File: src/rtl/inj_pkg.sv
package inj_pkg;
    typedef enum logic [1:0] {
        ST_IDLE  = 2'd0,
        ST_ARMED = 2'd1,
        ST_COUNT = 2'd2
    } trig_st_e;

    localparam logic [1:0] WSEL_TGT  = 2'd0;
    localparam logic [1:0] WSEL_DLY  = 2'd1;
    localparam logic [1:0] WSEL_MASK = 2'd2;
    localparam logic [1:0] WSEL_CTRL = 2'd3;

    localparam int CTL_ARM  = 0;
    localparam int CTL_DONE = 1;
    localparam int CTL_CONC = 2;
endpackage

File: src/rtl/inj_regs.sv
module inj_regs
    import inj_pkg::*;
#(
    parameter int AW    = 32,
    parameter int DLY_W = 8,
    parameter int NSRC  = 4
) (
    input  logic             clk,
    input  logic             rst_n,
    input  logic             we,
    input  logic [3:0]       addr,
    input  logic [31:0]      wdata,
    output logic [31:0]      rdata,
    input  logic             fire_evt,
    input  logic             armed,
    output logic [AW-1:0]    tgt,
    output logic [DLY_W-1:0] dly,
    output logic [NSRC-1:0]  mask,
    output logic             conc,
    output logic             arm_set,
    output logic             arm_clr
);
    typedef struct packed {
        logic [AW-1:0]    tgt;
        logic [DLY_W-1:0] dly;
        logic [NSRC-1:0]  mask;
        logic             conc;
        logic             done;
    } regs_t;

    regs_t r_q, r_d;
    logic  ctrl_wr;

    assign ctrl_wr = we && (addr[3:2] == WSEL_CTRL);

    always_comb begin
        r_d = r_q;
        if (we) begin
            case (addr[3:2])
                WSEL_TGT:  r_d.tgt  = wdata[AW-1:0];
                WSEL_DLY:  r_d.dly  = wdata[DLY_W-1:0];
                WSEL_MASK: r_d.mask = wdata[NSRC-1:0];
                default: begin
                    r_d.conc = wdata[CTL_CONC];
                    if (wdata[CTL_DONE]) r_d.done = 1'b0;
                end
            endcase
        end
        if (fire_evt) r_d.done = 1'b1;
    end

    always_ff @(posedge clk or negedge rst_n) begin
        if (!rst_n) r_q <= '0;
        else        r_q <= r_d;
    end

    always_comb begin
        rdata = '0;
        case (addr[3:2])
            WSEL_TGT:  rdata[AW-1:0]    = r_q.tgt;
            WSEL_DLY:  rdata[DLY_W-1:0] = r_q.dly;
            WSEL_MASK: rdata[NSRC-1:0]  = r_q.mask;
            default: begin
                rdata[CTL_ARM]  = armed;
                rdata[CTL_DONE] = r_q.done;
                rdata[CTL_CONC] = r_q.conc;
            end
        endcase
    end

    assign tgt     = r_q.tgt;
    assign dly     = r_q.dly;
    assign mask    = r_q.mask;
    assign conc    = r_q.conc;
    assign arm_set = ctrl_wr && wdata[CTL_ARM];
    assign arm_clr = ctrl_wr && !wdata[CTL_ARM];

    // an injection leaves the done flag set
    a_r9_done_sticky: assert property (@(posedge clk) disable iff (!rst_n)
        fire_evt |=> r_q.done);
endmodule

File: src/rtl/inj_trigger.sv
module inj_trigger
    import inj_pkg::*;
#(
    parameter int AW    = 32,
    parameter int DLY_W = 8,
    parameter int NSRC  = 4
) (
    input  logic             clk,
    input  logic             rst_n,
    input  logic             fetch_valid,
    input  logic [AW-1:0]    fetch_addr,
    input  logic [AW-1:0]    tgt,
    input  logic [DLY_W-1:0] dly,
    input  logic [NSRC-1:0]  mask,
    input  logic             conc,
    input  logic             arm_set,
    input  logic             arm_clr,
    output logic [NSRC-1:0]  fire_vec,
    output logic             fire_evt,
    output logic             armed
);
    typedef struct packed {
        trig_st_e         st;
        logic [DLY_W-1:0] cnt;
    } trig_t;

    trig_t           t_q, t_d;
    logic            hit;
    logic [NSRC-1:0] sel;

    assign hit = fetch_valid && (fetch_addr == tgt);
    assign sel = conc ? mask : (mask & (~mask + 1'b1));

    always_comb begin
        t_d      = t_q;
        fire_evt = 1'b0;
        case (t_q.st)
            ST_ARMED: begin
                if (hit) begin
                    if (dly == '0) begin
                        fire_evt = 1'b1;
                        t_d.st   = ST_IDLE;
                    end else begin
                        t_d.st  = ST_COUNT;
                        t_d.cnt = dly;
                    end
                end
            end
            ST_COUNT: begin
                if (t_q.cnt == {{(DLY_W-1){1'b0}}, 1'b1}) begin
                    fire_evt = 1'b1;
                    t_d.st   = ST_IDLE;
                    t_d.cnt  = '0;
                end else begin
                    t_d.cnt = t_q.cnt - 1'b1;
                end
            end
            default: ;
        endcase
        if (arm_clr) t_d.st = ST_IDLE;
        if (arm_set) t_d.st = ST_ARMED;
    end

    always_ff @(posedge clk or negedge rst_n) begin
        if (!rst_n) t_q <= '{st: ST_IDLE, cnt: '0};
        else        t_q <= t_d;
    end

    assign fire_vec = fire_evt ? sel : '0;
    assign armed    = (t_q.st != ST_IDLE);

    // an injection leaves the block disarmed unless re-armed that cycle
    a_r8_one_shot: assert property (@(posedge clk) disable iff (!rst_n)
        (fire_evt && !arm_set) |=> (t_q.st == ST_IDLE));
    // single-source mode raises at most one line
    a_r6_single_line: assert property (@(posedge clk) disable iff (!rst_n)
        !conc |-> $onehot0(fire_vec));
    // nothing fires from idle
    a_r3_idle_quiet: assert property (@(posedge clk) disable iff (!rst_n)
        (t_q.st == ST_IDLE) |-> !fire_evt);
    // the delay counter is never zero while counting
    a_r4_count_nonzero: assert property (@(posedge clk) disable iff (!rst_n)
        (t_q.st == ST_COUNT) |-> (t_q.cnt != '0));
endmodule

File: src/rtl/inj_drive.sv
module inj_drive #(
    parameter int NSRC = 4,
    parameter int TMO  = 64
) (
    input  logic            clk,
    input  logic            rst_n,
    input  logic [NSRC-1:0] fire_vec,
    input  logic [NSRC-1:0] ack,
    output logic [NSRC-1:0] lines
);
    localparam int AGE_W = $clog2(TMO + 1);
    localparam logic [AGE_W-1:0] AGE_LAST = AGE_W'(TMO - 1);

    typedef struct packed {
        logic [NSRC-1:0]  held;
        logic [AGE_W-1:0] age;
    } drv_t;

    drv_t d_q, d_d;

    always_comb begin
        d_d = d_q;
        if (d_q.held != '0) begin
            if (d_q.age == AGE_LAST) begin
                d_d.held = '0;
                d_d.age  = '0;
            end else begin
                d_d.held = d_q.held & ~ack;
                d_d.age  = d_q.age + 1'b1;
            end
        end
        if (fire_vec != '0) begin
            d_d.held = d_d.held | fire_vec;
            d_d.age  = AGE_W'(1);
        end
    end

    always_ff @(posedge clk or negedge rst_n) begin
        if (!rst_n) d_q <= '0;
        else        d_q <= d_d;
    end

    assign lines = d_q.held | fire_vec;

    // an acknowledged line is gone in the next cycle unless re-fired
    a_r10_ack_drops: assert property (@(posedge clk) disable iff (!rst_n)
        ((fire_vec == '0) && ((d_q.held & ack) != '0)) |=> ((d_q.held & $past(ack)) == '0));
    // the hold age stays inside the limit
    a_r11_age_bound: assert property (@(posedge clk) disable iff (!rst_n)
        (d_q.held != '0) |-> (d_q.age <= AGE_LAST));
endmodule

File: src/rtl/fetch_match_injector.sv
module fetch_match_injector #(
    parameter int AW    = 32,
    parameter int DLY_W = 8,
    parameter int NSRC  = 4,
    parameter int TMO   = 64
) (
    input  logic            clk,
    input  logic            rst_n,
    input  logic            cfg_we,
    input  logic [3:0]      cfg_addr,
    input  logic [31:0]     cfg_wdata,
    output logic [31:0]     cfg_rdata,
    input  logic            fetch_valid,
    input  logic [AW-1:0]   fetch_addr,
    input  logic [NSRC-1:0] int_ack,
    output logic [NSRC-1:0] int_line
);
    logic [AW-1:0]    tgt;
    logic [DLY_W-1:0] dly;
    logic [NSRC-1:0]  mask;
    logic             conc, arm_set, arm_clr, armed, fire_evt;
    logic [NSRC-1:0]  fire_vec;

    inj_regs #(.AW(AW), .DLY_W(DLY_W), .NSRC(NSRC)) regs_i (
        .clk(clk), .rst_n(rst_n), .we(cfg_we), .addr(cfg_addr),
        .wdata(cfg_wdata), .rdata(cfg_rdata), .fire_evt(fire_evt),
        .armed(armed), .tgt(tgt), .dly(dly), .mask(mask), .conc(conc),
        .arm_set(arm_set), .arm_clr(arm_clr)
    );

    inj_trigger #(.AW(AW), .DLY_W(DLY_W), .NSRC(NSRC)) trig_i (
        .clk(clk), .rst_n(rst_n), .fetch_valid(fetch_valid),
        .fetch_addr(fetch_addr), .tgt(tgt), .dly(dly), .mask(mask),
        .conc(conc), .arm_set(arm_set), .arm_clr(arm_clr),
        .fire_vec(fire_vec), .fire_evt(fire_evt), .armed(armed)
    );

    inj_drive #(.NSRC(NSRC), .TMO(TMO)) drv_i (
        .clk(clk), .rst_n(rst_n), .fire_vec(fire_vec), .ack(int_ack),
        .lines(int_line)
    );

    // in multi-source mode the raised set equals the mask
    a_r7_all_lines: assert property (@(posedge clk) disable iff (!rst_n)
        (fire_evt && conc) |-> ((int_line & mask) == mask));
endmodule

File: config.mk
export PLATFORM = sky130hd
export DESIGN_NAME = fetch_match_injector
export DESIGN_NICKNAME = d
export VERILOG_FILES = /design/src/rtl/inj_pkg.sv /design/src/rtl/inj_regs.sv /design/src/rtl/inj_trigger.sv /design/src/rtl/inj_drive.sv /design/src/rtl/fetch_match_injector.sv
export SDC_FILE = /design/constraint.sdc
export NUM_CORES = 1
export LEC_CHECK = 0
export CAP_MARGIN = 20
export CORE_UTILIZATION = 30
export DETAILED_ROUTE_END_ITERATION = 8
export DONT_BUFFER_PORTS = 1
export PLACE_DENSITY = 0.5
export REMOVE_ABC_BUFFERS = 1
export SETUP_SLACK_MARGIN = 0.05
export SLEW_MARGIN = 20
export SYNTH_ARGS = -nofsm -noshare
export SYNTH_HDL_FRONTEND = slang
export SYNTH_HIERARCHICAL = 1
export SYNTH_SLANG_ARGS = --single-unit
File: constraint.sdc
create_clock -name clk -period 4.6 [get_ports clk]
set_clock_uncertainty 0.1 [all_clocks]
set_input_delay 0.23 -clock clk [delete_from_list [all_inputs] [get_ports clk]]
set_output_delay 0.23 -clock clk [all_outputs]
set_load 0.02 [all_outputs]
==> results.cfg, run 1 <==
[timing]
hold_viol = 0
final.setup.tns_ns = 0
finalCriticalPeriod_ns = 2.98
fin_crit_sh = 0.647
setup_viol = 0
max_freq_mhz = 336
finalWorstSetupSlack_ns = 1.62
rsz0062_at_grt = no
tightest_slew_ns = 0.730
drv_slew = 0
slew_headroom = 0.508

[synth]
synthArstFlopShare = 1.00
netlist_area_mm2 = 0.00416
ys_ff_latch = 67
synth.avg_cell_area_um2 = 10.8
ys_warn_count = 6
synth_edf_count = 0
yosysUniqueCellTypes = 57
synth_ff_type = dfrtp_1
yosysSeqAreaShare = 0.403
synthCells = 385

[floorplan]
dieArea_mm2 = 0.0143
core_mm2 = 0.0134
start_util = 0.311
dieWidth_um = 120
dieHeight_um = 120
io_pins = 112
num_rows = 42

[power_and_ir_drop]
p_leak_nw = 1.99
total_power_w = 0.00234
pwr_density_cell_mw_per_mm2 = 498
irDropWorstVdd_mv = 0.141

[min_path]
holdPathStages = 2
min_path_type = input pin to register

[worst_setup_path]
cpPeakStageDelay_ns = 0.58
required_ns = 4.27
worstRegToRegCells = 9
start_kind = register
cp-end-kind = output pin
path_cells = xnor2_1 -> nand4_1 -> or4_4 -> nor4_1 -> o21a_1 -> and3_1 -> or2_2
cp_slowest_cell = or4_4
path_class = register to output pin
cp_max_fo = 5
critical_path_arrival_ns = 2.65

[global_routing]
track_usage = 0.147
grt_pass1_wl_um = 15700
grt_pass1_vias = 2929
antenna_found_initial = 0
grt_max_degree = 68
grt_overflow_total = 0

[clock_network]
cts_buffers = 9
cts-root-buf = clkbuf_16
cts_tree = built
postCtsSetupBuffers = 0
clk_latency_ns = 0.34
clk_path_buf_depth = 2
clock-sinks = 67
cts.reportedPaths.clkPinSlew_ns = 0.06
cts-resized-gates = 0
htreeDepth = 3

[placed_design]
dp_hpwl_um = 6910
place_congestion = 0.784
dp_slack_ns = 1.83
port-buffer-count = 0

[detailed_routing]
first_pass_iters = 4
vias = 2821
ant_nets = 0
drc = 0
viasPerCell = 5.00
drtIter0Drc = 89
post_drt_wl_per_cell_um = 17.5
routed_wl_um = 9880

[cells_and_area]
syn2layout_area_growth_pct = 13.0
final_util = 0.351
drive_above_1_share = 0.207
finalNetCount = 466

[status]
status = finished, final reports clean

[flow_run]
cap_violations = 0
worst max-delay path: cells and delay by family, from the launching register on:
kind             cells  cell delay (ns)
AND/OR/NAND/NOR      5             1.43
flip-flops           1             0.41
AO/OA/AOI/OAI        1             0.28
XOR/XNOR             1             0.18
where the power goes:
part | switching, W | leakage, nW | internal (W) | total [W]
logic | 0.000436 | 1.05 | 0.000351 | 0.000786
registers | 0.000144 | 0.806 | 0.000736 | 0.000880
clock network | 0.000249 | 0.141 | 0.000426 | 0.000675
per-layer routing:
metal  global-route usage  wire (µm)
met1                0.184       4430
met2                0.225       4520
met3               0.0475        711
met4               0.0750        214
met5                    0          0
cell type report:
cell class | count | area, µm²
timing repair buffer | 43 | 443
clock inverter | 3 | 40.0
fill | 1363 | 8700
antenna | 1 | 2.50
inverter | 12 | 45.0
clock buffer | 11 | 243
tap | 176 | 220
sequential | 67 | 1680
multi-input combinational | 251 | 2030
through the flow:
stage,hold WS [ns],area [µm²],std cells
2_1_floorplan,-0.166,3750,330
3_3_place_gp,-0.162,3990,508
3_5_place_dp,-0.163,3990,508
4_1_cts,0.0176,4700,563
5_1_grt,0.0371,4700,563
6_report,0.0311,4700,564
state kept, by name, summed over array words and instances (netlist names):
name	flops
regs_i/conc	1
regs_i/tgt	32
regs_i/dly	8
regs_i/r_q	1
trig_i/t_q	10
regs_i/mask	4
drv_i/d_q	11
cell usage after synthesis, types with 7 or more instances:
master	n	area [µm²]
dfrtp_1	67	1680
buf_4	45	338
mux2_2	43	484
and2_1	25	156
xor2_1	17	149
nor2_1	16	60.1
xnor2_1	16	140
nand2_1	14	52.6
inv_1	12	45.0
nor4_1	10	62.6
a21oi_1	8	40.0
mux2i_1	7	70.1
worst paths after layout:
check	from	end	slack [ns]
hold reg to reg	regs_i/r_q[0]$_DFFE_PN0P_	regs_i/r_q[0]$_DFFE_PN0P_	0.39
hold / removal	cfg_wdata[0]	trig_i/t_q[9]$_DFFE_PN0P_	0.03
min in group asynchronous	rst_n	regs_i/tgt[22]$_DFFE_PN0P_	0.35
setup reg to reg	regs_i/tgt[11]$_DFFE_PN0P_	drv_i/d_q[0]$_DFFE_PN0P_	1.87
setup / recovery	regs_i/tgt[11]$_DFFE_PN0P_	int_line[1]	1.62
max in group asynchronous	rst_n	regs_i/tgt[28]$_DFFE_PN0P_	3.76
cells by family (layout without fill, tap and decap cells):
kind of cell | after synthesis | count (layout) | share of synthesized area
AOI/OAI and AO/OA | 49 | 49 | 0.0914
xor gates and xnor gates | 33 | 33 | 0.0695
adders and majority gates | 6 | 6 | 0.0180
buffers and inverters | 67 | 69 | 0.109
DFF | 67 | 67 | 0.403
muxes | 55 | 55 | 0.155
other | 0 | 1 | 0
and+or+nand+nor | 108 | 108 | 0.155
cell usage in the layout (no fill, tap or decap), drive strengths merged, types with 3 or more instances in the layout:
| cell type | count |
|---|---|
| nand3 | 5 |
| buf | 3 |
| clkbuf | 11 |
| nor3b | 3 |
| dfrtp | 67 |
| nor4 | 11 |
| xnor2 | 16 |
| nand2b | 4 |
| o21ai | 5 |
| mux2 | 45 |
| nand2 | 15 |
| and2 | 25 |
| nand3b | 3 |
| inv | 12 |
| o2bb2ai | 5 |
| ha | 6 |
| mux4 | 3 |
| a31o | 5 |
| a21oi | 8 |
| or2 | 5 |
| dlygate4sd3 | 40 |
| or4 | 4 |
| mux2i | 7 |
| or3 | 3 |
| o211ai | 6 |
| a22oi | 3 |
| nand4 | 7 |
| nor2 | 16 |
| xor2 | 17 |
repair_timing:
action,CTS,global route
setup endpoints to repair,0,0
hold buffers,41,0
endpoints found under the hold margin,117,0
Note: power is estimated with default switching activity, not from simulation.
==> inputs of run 2 (changes only) <==
- ABC_AREA: default -> 1
- PLACE_DENSITY: 0.5 -> 0.51
- clock period: 4.6 -> 2.5 ns (I/O delays scaled with it)
==> run 2 against run 1 <==
Flip-flop and latch count unchanged. Final cell count increased by 54%. Total power increased by 71%. Critical path depth up 4. Design area rose by 14%. Die area grew 11%. Clock-buffer cell count increased by 2. Global-route usage is 0.64 points higher. Setup slack got worse by 1.5 ns. Worst hold slack got worse by 0.0075 ns. Non-clock buffer count grew 23. Largest cell class unchanged.
==> results.cfg, run 2 <==
[power_and_ir_drop]
p_sw_frac = 0.366
pwr_density_cell_mw_per_mm2 = 749
pwr-share-seq = 0.384
power.share.combinational = 0.336
irDropWorstVdd_mv = 0.336
p_int_w = 0.00254
p_clk_frac = 0.280
p_sw_w = 0.00147
p_leak_nw = 2.73
total_power_w = 0.00401

[cells_and_area]
layout.cells.most_common = nand2_1
nFillCells = 1568
drive_above_1_share = 0.115
syn2layout_area_growth_pct = 16.1
final_util = 0.363
antenna_cells = 0
seq_area_mm2 = 0.00168
multiInputGateArea_mm2 = 0.00216
layout_common_cells = 220 x nand2_1, 86 x inv_1, 67 x dfrtp_1
largest_reg_flops = 32
finalNetCount = 764

[timing]
final.setup.tns_ns = 0
hold_slack_ns = 0.0235
max_freq_mhz = 420
rsz0062_at_grt = yes
fin_crit_sh = 0.952
hold_viol = 0
slew_headroom = 0.522
tightest_slew_ns = 0.714
finalCriticalPeriod_ns = 2.38
drv_slew = 0
finalWorstSetupSlack_ns = 0.119
setup_viol = 0

[synth]
synth.top_cell.area_share = 0.364
synth.avg_cell_area_um2 = 6.94
yosysSeqAreaShare = 0.364
synthArstFlopShare = 1.00
ys_warn_count = 6
netlist_area_mm2 = 0.00461
synthCells = 664
synth_most_common_cell = nand2_1
yosysTopAreaCell = dfrtp_1
synth_edf_count = 0
synth_ff_type = dfrtp_1
ys_ff_latch = 67
yosysUniqueCellTypes = 30
synth_common_cells = 222 x nand2_1, 87 x inv_1, 67 x dfrtp_1
synth.area.top_cells = dfrtp_1 36%, nand2_1 18%, buf_4 7.5%

[clock_network]
cts.reportedPaths.clkPinSlew_ns = 0.05
htreeDepth = 3
cts_buffers = 9
clk_latency_ns = 0.34
clock-sinks = 67
clk_path_buf_depth = 2
cts-root-buf = clkbuf_16
cts_tree = built

[global_routing]
antenna_found_initial = 0
grt_pass1_vias = 3754
track_usage = 0.153
grt_pass1_wl_um = 18800
grt_overflow_total = 0
grt_max_degree = 68

[placed_design]
port-buffer-count = 0
place_congestion = 0.772
dp_hpwl_um = 7830
dp_slack_ns = 0.0776

[detailed_routing]
viasPerCell = 4.50
post_drt_wl_per_cell_um = 13.6
drc = 0
routed_wl_um = 11800
drtIter0Drc = 162
first_pass_iters = 5
vias = 3910
ant_nets = 0

[floorplan]
dieWidth_um = 126
io_pins = 112
core_mm2 = 0.0148
num_rows = 44
dieArea_mm2 = 0.0159
start_util = 0.312
dieHeight_um = 126

[worst_setup_path]
start_kind = register
cp-end-kind = output pin
path_class = register to output pin
critical_path_arrival_ns = 2.16
cp_max_fo = 5
required_ns = 2.28

[status]
status = finished, final reports clean

[flow_run]
cap_violations = 0

[min_path]
min_path_type = input pin to register
## run 2: cell types whose count changed after synthesis, sizes merged, moves of 27 or more
cell | before | now
nor2 | 16 | 74
inv | 12 | 95
o21ai | 5 | 32
nand2 | 15 | 231
mux2 | 45 | 0
nand3 | 5 | 59
## run 2: layout make-up
class	instances	area share
multi-input cells	442	0.405
flip-flops and latches	67	0.313
repair buffers	66	0.123
inverters	95	0.0674
clock buffers	13	0.0468
well taps	184	0.0430
repair inverters	1	0.00140
## run 2: power groups by stage
stage | combinational [W] | sequential (W) | clock, W
after global placement | 0.00116 | 0.00154 | 0
after CTS | 0.00133 | 0.00153 | 0.00118
after global routing | 0.00154 | 0.00157 | 0.00122
after detailed placement | 0.00118 | 0.00155 | 0
after floorplan | 0.000964 | 0.00150 | 0
final | 0.00135 | 0.00154 | 0.00112
## run 2: routing by layer
metal  up-vias  part of all wire  track usage
met2       114              0.47        0.255
met5         -                 0            0
met3        13             0.060       0.0387
met1      1776              0.45        0.187
met4         0             0.017       0.0659
li1       2007                 -            -
## run 2: cell families (layout without fill, tap and decap cells)
group | count (synthesis) | after routing | share of synthesized area
AO/OA/AOI/OAI | 40 | 40 | 0.0491
flip-flops | 67 | 67 | 0.364
AND/OR/NAND/NOR | 379 | 379 | 0.357
buffers and inverters | 155 | 175 | 0.181
XOR/XNOR | 17 | 17 | 0.0323
adder cells (fa/ha/maj) | 6 | 6 | 0.0163
## run 2: path summary, 6_finish.rpt
path                       cells after the start                   endpoint                       from  slack (ns)
setup / recovery                              11                int_line[0]  regs_i/tgt[7]$_DFFE_PN0P_        0.12
hold / removal                                 3  regs_i/tgt[3]$_DFFE_PN0P_                     cfg_we        0.02
setup reg to reg                              17   drv_i/d_q[5]$_DFFE_PN0P_  regs_i/tgt[7]$_DFFE_PN0P_        0.23
hold reg to reg                                2  trig_i/t_q[6]$_DFFE_PN0P_  trig_i/t_q[6]$_DFFE_PN0P_        0.39
max in group asynchronous                      2  regs_i/dly[5]$_DFFE_PN0P_                      rst_n        1.77
min in group asynchronous                      2   drv_i/d_q[3]$_DFFE_PN0P_                      rst_n        0.24
## run 2: through the flow
stage               std cells  instance area (µm²)
detailed placement        791                 4380
global placement          791                 4380
CTS                       862                 5280
finish                    868                 5350
global route              868                 5350
floorplan                 604                 4130
## run 2: worst max-delay path, cell delays in order, from the launching register on
cell and delay, ns:
dfrtp_1 0.34, inv_1 0.05, nand2_1 0.05, o21ai_0 0.09, nor2_2 0.18, nand3_1 0.12, nor2_2 0.14, nand3_2 0.12
o21bai_1 0.18, nand2_2 0.20, nor2_4 0.18, or2_4 0.18
## run 2: repair_timing
item / 4_1_cts / 5_1_grt
gates cloned: 0 / 1
endpoints found under the hold margin: 119 / 0
pin swaps: 8 / 10
hold buffers: 55 / 0
resized for setup: 15 / 8
setup endpoints to repair: 4 / 34
setup buffers: 3 / 5
